`src/rtl/pbr_pkg.sv`:
```
`timescale 1ns/1ps
package pbr_pkg;
   // parity bit of one byte lane; odd selects inverted polarity
   function automatic logic par_bit(input logic [7:0] b, input logic odd);
      return (^b) ^ odd;
   endfunction
endpackage

```
`src/rtl/pbr_arb.sv`:
```
`timescale 1ns/1ps
module pbr_arb #(
   parameter int ADDR_W   = 11,
   parameter int LANES    = 4,
   parameter int DEPTH    = 32,
   parameter int TX_WORDS = 16,
   parameter int IW       = 5
) (
   input  logic                 cfg_test_en,
   input  logic                 cfg_rx_wr_en,
   input  logic                 h_req,
   input  logic                 h_we,
   input  logic [ADDR_W-1:0]    h_addr,
   input  logic [LANES-1:0]     h_be,
   input  logic [8*LANES-1:0]   h_wdata,
   output logic                 h_ready,
   input  logic                 s_req,
   input  logic                 s_we,
   input  logic [IW-1:0]        s_idx,
   input  logic [8*LANES-1:0]   s_wdata,
   output logic [LANES-1:0]     op_dwe,
   output logic [LANES-1:0]     op_pwe,
   output logic                 op_hrd,
   output logic                 op_srd,
   output logic                 op_chk,
   output logic                 op_prd,
   output logic                 op_zero,
   output logic [IW-1:0]        op_idx,
   output logic [8*LANES-1:0]   op_wdata
);
   localparam int LB  = $clog2(LANES);
   localparam int HIW = ADDR_W - 1 - LB;

   logic [HIW-1:0] h_idx;
   logic           h_win, h_ok, h_rx, s_ok, win_open;

   assign h_idx    = h_addr[ADDR_W-2:LB];
   assign h_win    = h_addr[ADDR_W-1];
   assign h_ok     = {1'b0, h_idx} < (HIW+1)'(DEPTH);
   assign h_rx     = {1'b0, h_idx} >= (HIW+1)'(TX_WORDS);
   assign s_ok     = {1'b0, s_idx} < (IW+1)'(DEPTH);
   assign win_open = cfg_test_en && h_ok;
   assign h_ready  = !s_req;

   always_comb begin
      op_dwe   = '0;
      op_pwe   = '0;
      op_hrd   = 1'b0;
      op_srd   = 1'b0;
      op_chk   = 1'b0;
      op_prd   = 1'b0;
      op_zero  = 1'b0;
      op_idx   = s_idx;
      op_wdata = s_wdata;
      if (s_req) begin
         if (s_we) begin
            op_dwe = s_ok ? '1 : '0;
         end else begin
            op_srd  = 1'b1;
            op_chk  = s_ok;
            op_zero = !s_ok;
         end
      end else if (h_req) begin
         op_idx   = h_idx[IW-1:0];
         op_wdata = h_wdata;
         if (h_we) begin
            if (!h_win && h_ok && (!h_rx || cfg_rx_wr_en))
               op_dwe = h_be;
            else if (h_win && win_open)
               op_pwe = h_be;
         end else begin
            op_hrd = 1'b1;
            if (!h_win) begin
               op_chk  = h_ok;
               op_zero = !h_ok;
            end else begin
               op_prd  = win_open;
               op_zero = !win_open;
            end
         end
      end
   end
endmodule

```
`src/rtl/pbr_lane.sv`:
```
`timescale 1ns/1ps
module pbr_lane #(
   parameter int DEPTH = 32,
   parameter int IW    = 5
) (
   input  logic          clk,
   input  logic          rst_n,
   input  logic          dwe,
   input  logic          pwe,
   input  logic          rd,
   input  logic [IW-1:0] idx,
   input  logic [7:0]    wbyte,
   input  logic          pbit,
   input  logic          odd,
   output logic [7:0]    rbyte,
   output logic          rpar
);
   import pbr_pkg::*;

   logic [7:0] dmem [DEPTH];
   logic       pmem [DEPTH];

   always_ff @(posedge clk) begin
      if (dwe) begin
         dmem[idx] <= wbyte;
         pmem[idx] <= par_bit(wbyte, odd);
      end else if (pwe) begin
         pmem[idx] <= pbit;
      end
      if (rd) begin
         rbyte <= dmem[idx];
         rpar  <= pmem[idx];
      end
   end

   // one lane never takes a data write and a raw parity write together
   a_r4_one_write_kind: assert property (@(posedge clk) disable iff (!rst_n)
      !(dwe && pwe));
endmodule

```
`src/rtl/pbr_errcap.sv`:
```
`timescale 1ns/1ps
module pbr_errcap #(
   parameter int ADDR_W = 11,
   parameter int IW     = 5,
   parameter int LB     = 2
) (
   input  logic              clk,
   input  logic              rst_n,
   input  logic              hit,
   input  logic [IW-1:0]     hit_idx,
   input  logic              clr,
   output logic              flag,
   output logic [ADDR_W-1:0] addr,
   output logic              pulse
);
   always_ff @(posedge clk or negedge rst_n) begin
      if (!rst_n) begin
         flag  <= 1'b0;
         addr  <= '0;
         pulse <= 1'b0;
      end else begin
         pulse <= hit;
         flag  <= hit | (flag & ~clr);
         if (hit && (!flag || clr))
            addr <= ADDR_W'(hit_idx) << LB;
      end
   end

   a_r5_hit_raises: assert property (@(posedge clk) disable iff (!rst_n)
      hit |=> (pulse && flag));
   a_r6_first_kept: assert property (@(posedge clk) disable iff (!rst_n)
      (flag && !clr) |=> (flag && $stable(addr)));
   a_r6_clear_drops: assert property (@(posedge clk) disable iff (!rst_n)
      (clr && !hit) |=> !flag);
endmodule

```
`src/rtl/pbuf_ram.sv`:
```
`timescale 1ns/1ps
module pbuf_ram #(
   parameter int ADDR_W   = 11,
   parameter int LANES    = 4,
   parameter int TX_WORDS = 16,
   parameter int RX_WORDS = 16,
   parameter int DEPTH    = TX_WORDS + RX_WORDS,
   parameter int IW       = $clog2(DEPTH)
) (
   input  logic                clk,
   input  logic                rst_n,
   input  logic                cfg_test_en,
   input  logic                cfg_rx_wr_en,
   input  logic                cfg_odd,
   input  logic                h_req,
   input  logic                h_we,
   input  logic [ADDR_W-1:0]   h_addr,
   input  logic [LANES-1:0]    h_be,
   input  logic [8*LANES-1:0]  h_wdata,
   output logic                h_ready,
   output logic                h_rvalid,
   output logic [8*LANES-1:0]  h_rdata,
   input  logic                s_req,
   input  logic                s_we,
   input  logic [IW-1:0]       s_idx,
   input  logic [8*LANES-1:0]  s_wdata,
   output logic                s_rvalid,
   output logic [8*LANES-1:0]  s_rdata,
   input  logic                err_clr,
   output logic                err_pulse,
   output logic                err_flag,
   output logic [ADDR_W-1:0]   err_addr
);
   import pbr_pkg::*;

   localparam int LB = $clog2(LANES);
   localparam int DW = 8 * LANES;

   initial begin
      assert ((1 << LB) == LANES) else $error("LANES must be a power of two");
      assert (DEPTH >= 2 && TX_WORDS >= 1 && RX_WORDS >= 1) else $error("bad area sizes");
      assert (DEPTH == TX_WORDS + RX_WORDS) else $error("DEPTH must cover both areas");
      assert (DEPTH * LANES <= (1 << (ADDR_W - 1))) else $error("areas exceed the data window");
   end

   logic [LANES-1:0] op_dwe, op_pwe, lane_bad, rd_par;
   logic             op_hrd, op_srd, op_chk, op_prd, op_zero, lane_rd;
   logic [IW-1:0]    op_idx, rd_idx_q;
   logic [DW-1:0]    op_wdata, rd_data, par_word, rd_word;
   logic             rd_h_q, rd_s_q, rd_chk_q, rd_prd_q, rd_zero_q, err_hit;

   pbr_arb #(.ADDR_W(ADDR_W), .LANES(LANES), .DEPTH(DEPTH), .TX_WORDS(TX_WORDS), .IW(IW)) u_arb (
      .cfg_test_en (cfg_test_en),
      .cfg_rx_wr_en(cfg_rx_wr_en),
      .h_req       (h_req),
      .h_we        (h_we),
      .h_addr      (h_addr),
      .h_be        (h_be),
      .h_wdata     (h_wdata),
      .h_ready     (h_ready),
      .s_req       (s_req),
      .s_we        (s_we),
      .s_idx       (s_idx),
      .s_wdata     (s_wdata),
      .op_dwe      (op_dwe),
      .op_pwe      (op_pwe),
      .op_hrd      (op_hrd),
      .op_srd      (op_srd),
      .op_chk      (op_chk),
      .op_prd      (op_prd),
      .op_zero     (op_zero),
      .op_idx      (op_idx),
      .op_wdata    (op_wdata)
   );

   assign lane_rd = (op_hrd || op_srd) && !op_zero;

   for (genvar g = 0; g < LANES; g++) begin : g_lane
      pbr_lane #(.DEPTH(DEPTH), .IW(IW)) u_lane (
         .clk  (clk),
         .rst_n(rst_n),
         .dwe  (op_dwe[g]),
         .pwe  (op_pwe[g]),
         .rd   (lane_rd),
         .idx  (op_idx),
         .wbyte(op_wdata[8*g +: 8]),
         .pbit (op_wdata[8*g]),
         .odd  (cfg_odd),
         .rbyte(rd_data[8*g +: 8]),
         .rpar (rd_par[g])
      );
      assign par_word[8*g +: 8] = {7'd0, rd_par[g]};
      assign lane_bad[g]        = rd_par[g] != par_bit(rd_data[8*g +: 8], cfg_odd);
   end

   always_ff @(posedge clk or negedge rst_n) begin
      if (!rst_n) begin
         rd_h_q    <= 1'b0;
         rd_s_q    <= 1'b0;
         rd_chk_q  <= 1'b0;
         rd_prd_q  <= 1'b0;
         rd_zero_q <= 1'b0;
         rd_idx_q  <= '0;
      end else begin
         rd_h_q    <= op_hrd;
         rd_s_q    <= op_srd;
         rd_chk_q  <= op_chk;
         rd_prd_q  <= op_prd;
         rd_zero_q <= op_zero;
         rd_idx_q  <= op_idx;
      end
   end

   assign rd_word  = rd_zero_q ? '0 : (rd_prd_q ? par_word : rd_data);
   assign h_rvalid = rd_h_q;
   assign h_rdata  = rd_word;
   assign s_rvalid = rd_s_q;
   assign s_rdata  = rd_word;
   assign err_hit  = rd_chk_q && (|lane_bad);

   pbr_errcap #(.ADDR_W(ADDR_W), .IW(IW), .LB(LB)) u_err (
      .clk    (clk),
      .rst_n  (rst_n),
      .hit    (err_hit),
      .hit_idx(rd_idx_q),
      .clr    (err_clr),
      .flag   (err_flag),
      .addr   (err_addr),
      .pulse  (err_pulse)
   );

   a_r2_seq_rvalid: assert property (@(posedge clk) disable iff (!rst_n)
      op_srd |=> s_rvalid);
   a_r2_host_rvalid: assert property (@(posedge clk) disable iff (!rst_n)
      op_hrd |=> h_rvalid);
   a_r3_seq_first: assert property (@(posedge clk) disable iff (!rst_n)
      (s_req && h_req) |=> !h_rvalid);
   a_r7_window_locked: assert property (@(posedge clk) disable iff (!rst_n)
      !cfg_test_en |-> (op_pwe == '0));
   a_r8_window_quiet: assert property (@(posedge clk) disable iff (!rst_n)
      op_prd |=> !err_hit);
endmodule

```
`config.mk`:
```
export PLATFORM = sky130hd
export DESIGN_NAME = pbuf_ram
export DESIGN_NICKNAME = d
export VERILOG_FILES = /design/src/rtl/pbr_pkg.sv /design/src/rtl/pbr_arb.sv /design/src/rtl/pbr_lane.sv /design/src/rtl/pbr_errcap.sv /design/src/rtl/pbuf_ram.sv
export SDC_FILE = /design/constraint.sdc
export NUM_CORES = 1
export LEC_CHECK = 0
export BUFFER_PORTS_ARGS = -buffer_cell sky130_fd_sc_hd__buf_2
export CAP_MARGIN = 20
export CORE_MARGIN = 5
export CORE_UTILIZATION = 55
export CTS_BUF_LIST = sky130_fd_sc_hd__clkbuf_4
export CTS_CLUSTER_SIZE = 40
export DETAILED_ROUTE_END_ITERATION = 8
export HOLD_SLACK_MARGIN = 0.12
export PLACE_DENSITY = 0.72
export SYNTH_ARGS = -nofsm -noshare
export SYNTH_HDL_FRONTEND = slang
export SYNTH_SLANG_ARGS = --single-unit
```
`constraint.sdc`:
```
create_clock -name clk -period 5.35 [get_ports clk]
set_input_delay 1.07 -clock clk [delete_from_list [all_inputs] [get_ports clk]]
set_output_delay 1.07 -clock clk [all_outputs]
set_load 0.1 [all_outputs]
```
# Yosys cells after proc, flatten, opt, wreduce, memory -nomap -nowiden
# Memory sizes are Yosys's and may differ from the RTL's. A register that Yosys moved wholly into a read port is not among the register bits.
# Index checks and enable logic that the tools add are counted.
[classes] n_eq_ne=4 order_cmp=2 bitwise=15 reduce_logical=26 muxes=57
[ops] cell="32-bit 2-to-1 mux" n=4
[ops] cell="8-bit XOR reduction" n=8
[ops] cell="1-bit 2-to-1 mux" n=41
[ops] cell="4-bit 2-to-1 mux" n=10
[ops] cell="5-bit 2-to-1 mux" n=2
[ops] cell="8-bit by 5-bit greater-or-equal comparator with 1-bit output, second input constant" n=1
[ops] cell="8-bit by 6-bit < comparator with 1-bit output, second input constant" n=1
[ops] cell="1-bit XOR" n=8
[ops] cell="1-bit logical AND" n=7
[ops] cell="1-bit logical NOT" n=7
[ops] cell="1-bit OR" n=5
[ops] cell="1-bit inequality test" n=4
[ops] cell="4-bit OR reduction" n=1
[ops] cell="1-bit logical OR" n=3
[ops] cell="1-bit AND" n=1
[ops] cell="1-bit inverter" n=1
[word_totals] n_memories=8 input_bits=94 ram_bits=1152 out_inout_bits=80 register_bits=17 wordCells=121
[mem_list] name="g_lane[0].u_lane.dmem" depth=32 word_bits=8 rd=1 rd_clocked_by_memory_dff=1 wr=1 line_no="pbr_lane.sv:20" rtl="logic [7:0] dmem [DEPTH];"
[mem_list] name="g_lane[1].u_lane.dmem" depth=32 word_bits=8 rd=1 rd_clocked_by_memory_dff=1 wr=1 line_no="pbr_lane.sv:20"
[mem_list] name="g_lane[2].u_lane.dmem" depth=32 word_bits=8 rd=1 rd_clocked_by_memory_dff=1 wr=1 line_no="pbr_lane.sv:20"
[mem_list] name="g_lane[3].u_lane.dmem" depth=32 word_bits=8 rd=1 rd_clocked_by_memory_dff=1 wr=1 line_no="pbr_lane.sv:20"
[mem_list] name="g_lane[0].u_lane.pmem" depth=32 word_bits=1 rd=1 rd_clocked_by_memory_dff=1 wr=1 line_no="pbr_lane.sv:21" rtl="logic pmem [DEPTH];"
[mem_list] name="g_lane[1].u_lane.pmem" depth=32 word_bits=1 rd=1 rd_clocked_by_memory_dff=1 wr=1 line_no="pbr_lane.sv:21"
[mem_list] name="+2 memories"

# Logic depth before layout (Yosys ltp)
[depth] word_depth=12 ltp_mapped=11

# Hierarchy
# Synthesis repeated with hierarchy kept, for this count alone.
[unflattened] cells_unflattened=2402 area_unflattened_um2=48134.9
[modules_own_cells] mod="pbr_lane" seq_area_each_um2=8918.6 cells_each=548 n_inst=4 area_per_inst_um2=11522.3
[modules_own_cells] mod="pbuf_ram" seq_area_each_um2=250.2 cells_each=118 n_inst=1 area_per_inst_um2=1102.3
[modules_own_cells] mod="pbr_arb" seq_area_each_um2=0.0 cells_each=70 n_inst=1 area_per_inst_um2=611.8
[modules_own_cells] mod="pbr_errcap" seq_area_each_um2=175.2 cells_each=22 n_inst=1 area_per_inst_um2=331.6

# Worst setup path after synthesis
# No wires, ideal clock.
[synth_path] path_kind="input to register" from="input h_req" to="memory g_lane[0].u_lane.pmem[0], data pin" path_stages=8 n_path_buf=2 setup_time_ns=0.307 arrival_time_ns=3.277 setup_slack_ns=1.766 cell_sequence="nor2b_1 buf_6 buf_2 nand2_1 nand2_1 xnor3_1 xnor3_1 mux2_2"
[synth_via] word_cells_on_any_way=12 classes_between="mux: 10; bitwise: 1; reduce/logical: 1"
[synth_lines] element="from (decl)" line_no="pbuf_ram.sv:15" rtl="input logic h_req,"
[synth_lines] element="32-bit 2-to-1 mux" line_no="pbr_arb.sv:63" rtl="end else if (h_req) begin"
[synth_lines] element="32-bit 2-to-1 mux" line_no="pbr_arb.sv:55" rtl="if (s_req) begin"
[synth_lines] element="via g_lane[0].u_lane.wbyte[1]" line_no="pbr_lane.sv:12" rtl="input logic [7:0] wbyte,"
[synth_lines] element="8-bit XOR reduction" line_no="pbr_pkg.sv:5" rtl="return (^b) ^ odd;"
[synth_lines] element="1-bit XOR" line_no="pbr_pkg.sv:5"
[synth_lines] element="1-bit 2-to-1 mux (no line)"
[synth_lines] element="to (decl)" line_no="pbr_lane.sv:21"
# The timed path passes the listed nets, and every way through them passes these cells.

# Final worst setup path
[layout_path] from="register rd_prd_q" to="output h_rdata[20]"
[layout_via] elab_chain_cells=2
[layout_lines] element="from (decl)" line_no="pbuf_ram.sv:50" rtl="logic rd_h_q, rd_s_q, rd_chk_q, rd_prd_q, rd_zero_q, err_hit;"
[layout_lines] element="from (signal assigned)" line_no="pbuf_ram.sv:108" rtl="rd_prd_q <= op_prd;"
[layout_lines] element="32-bit 2-to-1 mux (2 in series)" line_no="pbuf_ram.sv:114" rtl="assign rd_word = rd_zero_q ? '0 : (rd_prd_q ? par_word : rd_data);"
[layout_lines] element="to (decl)" line_no="pbuf_ram.sv:22" rtl="output logic [8*LANES-1:0] h_rdata,"
# Every way passes these cells.

==> reports/metrics.yaml <==
run_status:
  outcome: "finished clean"
floorplan:
  core_mm2: 0.0868
  initial_core_utilization: 0.554
  rows: 108
  die-area_mm2: 0.0934
  die_w_um: 306
  die_height_um: 306
  ioPinCount: 174
placement:
  detailedPlacementHpwl_um: 75700
  count_of_buffers_from_port_buffering: 165
  post_dp_cell_area_mm2: 0.0509
  globalplace.congestion: 0.847
  placed_cells_incl_taps: 3852
worst_hold_path:
  worstHoldStart: "h_addr[10]"
  worst_hold_path_endpoint: "rd_chk_q"
  worstHoldPathType: "input port to flop"
  min_path_cells: 2
timing:
  relSlewSlack: 0.265
  worst_clock_skew_ns: 0.0710
  setup-violations-final: 0
  report.final.hold_viol_count: 0
  layout_worst_path_cycle_share: 0.858
  clock.fmax_ghz: 0.218
  final_hold_slack_ns: 0.236
  worst_pin_slew_ns: 1.10
  period_minus_slack_ns: 4.59
  grt_setup_unrepaired: "false"
  slew_viol_final: 0
  setup_tns_ns: 0
power:
  fin_total_pwr_uw: 20700
  power.ir.vdd_worst_mv: 0.197
  power_per_cell_area_mw_per_mm2: 377
  leakagePower_uw: 0.0183
cts:
  count_of_buffers_added_by_post_cts_timing_repair_for_setup: 0
  clock_latency_ns: 1.16
  cts.sinks: 1205
  path_clk_slew_ns: 0.06
  tritoncts: "built"
  cts_buffers: 312
  h-tree-depth: 5
  cts_buffer_depth: 4
  cts_root_buffer: "sky130_fd_sc_hd__clkbuf_4"
cells_and_area:
  proportion_of_layout_cells_with_a_drive_suffix_above_1: 0.337
  postLayoutCellArea_mm2: 0.0549
  finish.cell_count_without_fillers: 4380
  num-fill-cells: 6053
  net_count_of_the_finished_layout: 3117
  syn_to_final_growth_pct: 14.3
global_routing:
  pin_count_of_the_biggest_net_entering_global_routing: 97
  grt_util_all_layers: 0.256
  grt_pass1_vias: 27700
  number_of_antenna_violations_at_the_first_check_in_global_routing: 7
  grt_pass1_wl_um: 177000
  grt_overflow: 0
logic_synthesis:
  synth-edff-count: 1188
  fraction_of_registers_with_async_set_reset: 0.0141
  ys_top_cells_by_area: "sky130_fd_sc_hd__edfxtp_1 74%, sky130_fd_sc_hd__mux4_2 12%, sky130_fd_sc_hd__nor2_1 2.2%"
  post_synthesis_cell_area_mm2: 0.0480
  synth_common_cells: "1,188 x sky130_fd_sc_hd__edfxtp_1, 277 x sky130_fd_sc_hd__nor2_1, 260 x sky130_fd_sc_hd__mux4_2"
  synth_largest_type_area_fraction: 0.742
  syn_inst: 2543
  syn_avg_cell_area_um2: 18.9
  yosys.area.top_type: "sky130_fd_sc_hd__edfxtp_1"
  yosys.cell_count.top_type: "sky130_fd_sc_hd__edfxtp_1"
  part_of_the_yosys_area_used_for_sequential_elements: 0.751
  yosys.cell_types.count: 50
  number_of_synthesized_register_bits: 1205
  synth.yosys.warnings: 0
  synth-main-ff-cell: "sky130_fd_sc_hd__edfxtp_1"
setup_path:
  timing.critical_path.required_ns: 4.28
  crit_path_max_fanout: 28
  depth_of_the_worst_register_to_register_path: 6
  reg2reg_from: "g_lane[2].u_lane.rbyte[3]"
  critical_path.endpoint_type: "primary output"
  r2r-end: "u_err.addr[6]"
  worst-endpoint-arrival_ns: 3.52
  critPathKind: "flop to primary output"
  regToRegSetupSlack_ns: 2.27
  critical_path.startpoint_type: "flop"
routing:
  drc_violations_left: 0
  postRouteWirelength_um: 120000
  drt-pass1-iter-count: 9
  drtIter0Drc: 3029
  detailroute.via_count: 26800
  vias_per_cell: 6.11
  drt-wirelength-per-cell_um: 27.3
  ant_nets: 0
job:
  max_cap_viol_count: 0
cells by family (layout without fill, tap and decap cells):
group,count (synthesis),count (layout),synth area share
muxes,318,318,0.135
buffers and inverters,193,860,0.0201
xor gates and xnor gates,64,64,0.0151
AOI/OAI and AO/OA,183,183,0.0282
and+or+nand+nor,579,579,0.0507
DFF,1205,1205,0.751
other,1,16,0.0000780
cell usage in the layout, fill, tap and decap left out, drive strengths merged, types with 3 or more instances in the layout:
cell type,count
edfxtp,1188
clkbuf,426
buf,340
nor2,279
mux4,260
nand2,196
a22oi,118
clkinv,66
mux2i,45
xnor2,40
and2,37
nand4,29
dfrtp,17
inv,16
a21oi,15
nand3,13
mux2,13
a31oi,13
xnor3,12
xor2,12
diode,10
bufinv,9
and3,7
a221o,6
a311oi,6
or4,6
o211ai,6
conb,6
a22o,5
a211oi,4
nor3,3
nand2b,3
registers in the layout, summed over array words and instances, names as in the netlist:
| name | cells |
|---|---|
| g_lane.u_lane.dmem | 1024 |
| g_lane.u_lane.pmem | 128 |
| g_lane.u_lane.rbyte | 32 |
| g_lane.u_lane.rpar | 4 |
| h_rvalid | 1 |
| rd_chk_q | 1 |
| rd_idx_q | 5 |
| rd_prd_q | 1 |
| rd_zero_q | 1 |
| s_rvalid | 1 |
| u_err.addr | 5 |
| u_err.flag | 1 |
| u_err.pulse | 1 |
per-layer routing:
metal	vias up	share of wire	global-route usage
met5	-	0.000058	0
met4	2	0.030	0.0950
met3	249	0.10	0.0612
met2	1592	0.49	0.411
met1	13600	0.37	0.350
li1	11300	-	-
area by class of cell:
| cell class | instances | area (um2) | share of cell area |
|---|---|---|---|
| Antenna cell | 10 | 25.0 | 0.000456 |
| Clock buffer | 426 | 3200 | 0.0582 |
| Clock inverter | 80 | 548 | 0.00998 |
| Inverter | 12 | 68.8 | 0.00125 |
| Multi-Input combinational cell | 1150 | 11100 | 0.202 |
| Sequential cell | 1205 | 36100 | 0.657 |
| Tap cell | 1155 | 1450 | 0.0263 |
| Timing Repair Buffer | 342 | 2440 | 0.0444 |
per-stage QoR:
| stage | utilization | setup WS, ns |
|---|---|---|
| CTS | 0.630 | 0.672 |
| global placement | 0.587 | 0.811 |
| floorplan | - | 1.77 |
| finish | 0.633 | 0.761 |
| global route | 0.633 | 0.650 |
| detailed placement | 0.587 | 0.701 |
worst max-delay path: stages (launching register included):
cell and delay [ns]:
sky130_fd_sc_hd__dfrtp_1 0.67, sky130_fd_sc_hd__nor2_4 0.85, sky130_fd_sc_hd__and2_1 0.37, sky130_fd_sc_hd__buf_2 0.48
report_power, final:
group | switching (uW) | internal [uW] | total [uW] | leakage [uW]
Combinational | 1630 | 692 | 2320 | 0.00533
Sequential | 49.7 | 10800 | 10800 | 0.0107
Clock | 3500 | 4090 | 7590 | 0.00222
how the worst max path moves through the flow:
stage               slack (ns)  cells past startpoint                            to      from
global placement          0.81                      8  g_lane[0].u_lane.dmem[28][7]     s_req
global route              0.65                      3                   s_rdata[23]  rd_prd_q
finish                    0.76                      3                   h_rdata[20]  rd_prd_q
floorplan                 1.77                      8      g_lane[0].u_lane.pmem[0]     h_req
CTS                       0.67                      3                   s_rdata[23]  rd_prd_q
detailed placement        0.70                      8  g_lane[0].u_lane.dmem[28][3]     s_req
what timing repair did:
action,in CTS,in global routing
hold buffers,2,0
setup endpoints to repair,0,0
gates resized for setup,0,0
endpoints found under the hold margin,18,0
Power figures use the tool's default switching activity.
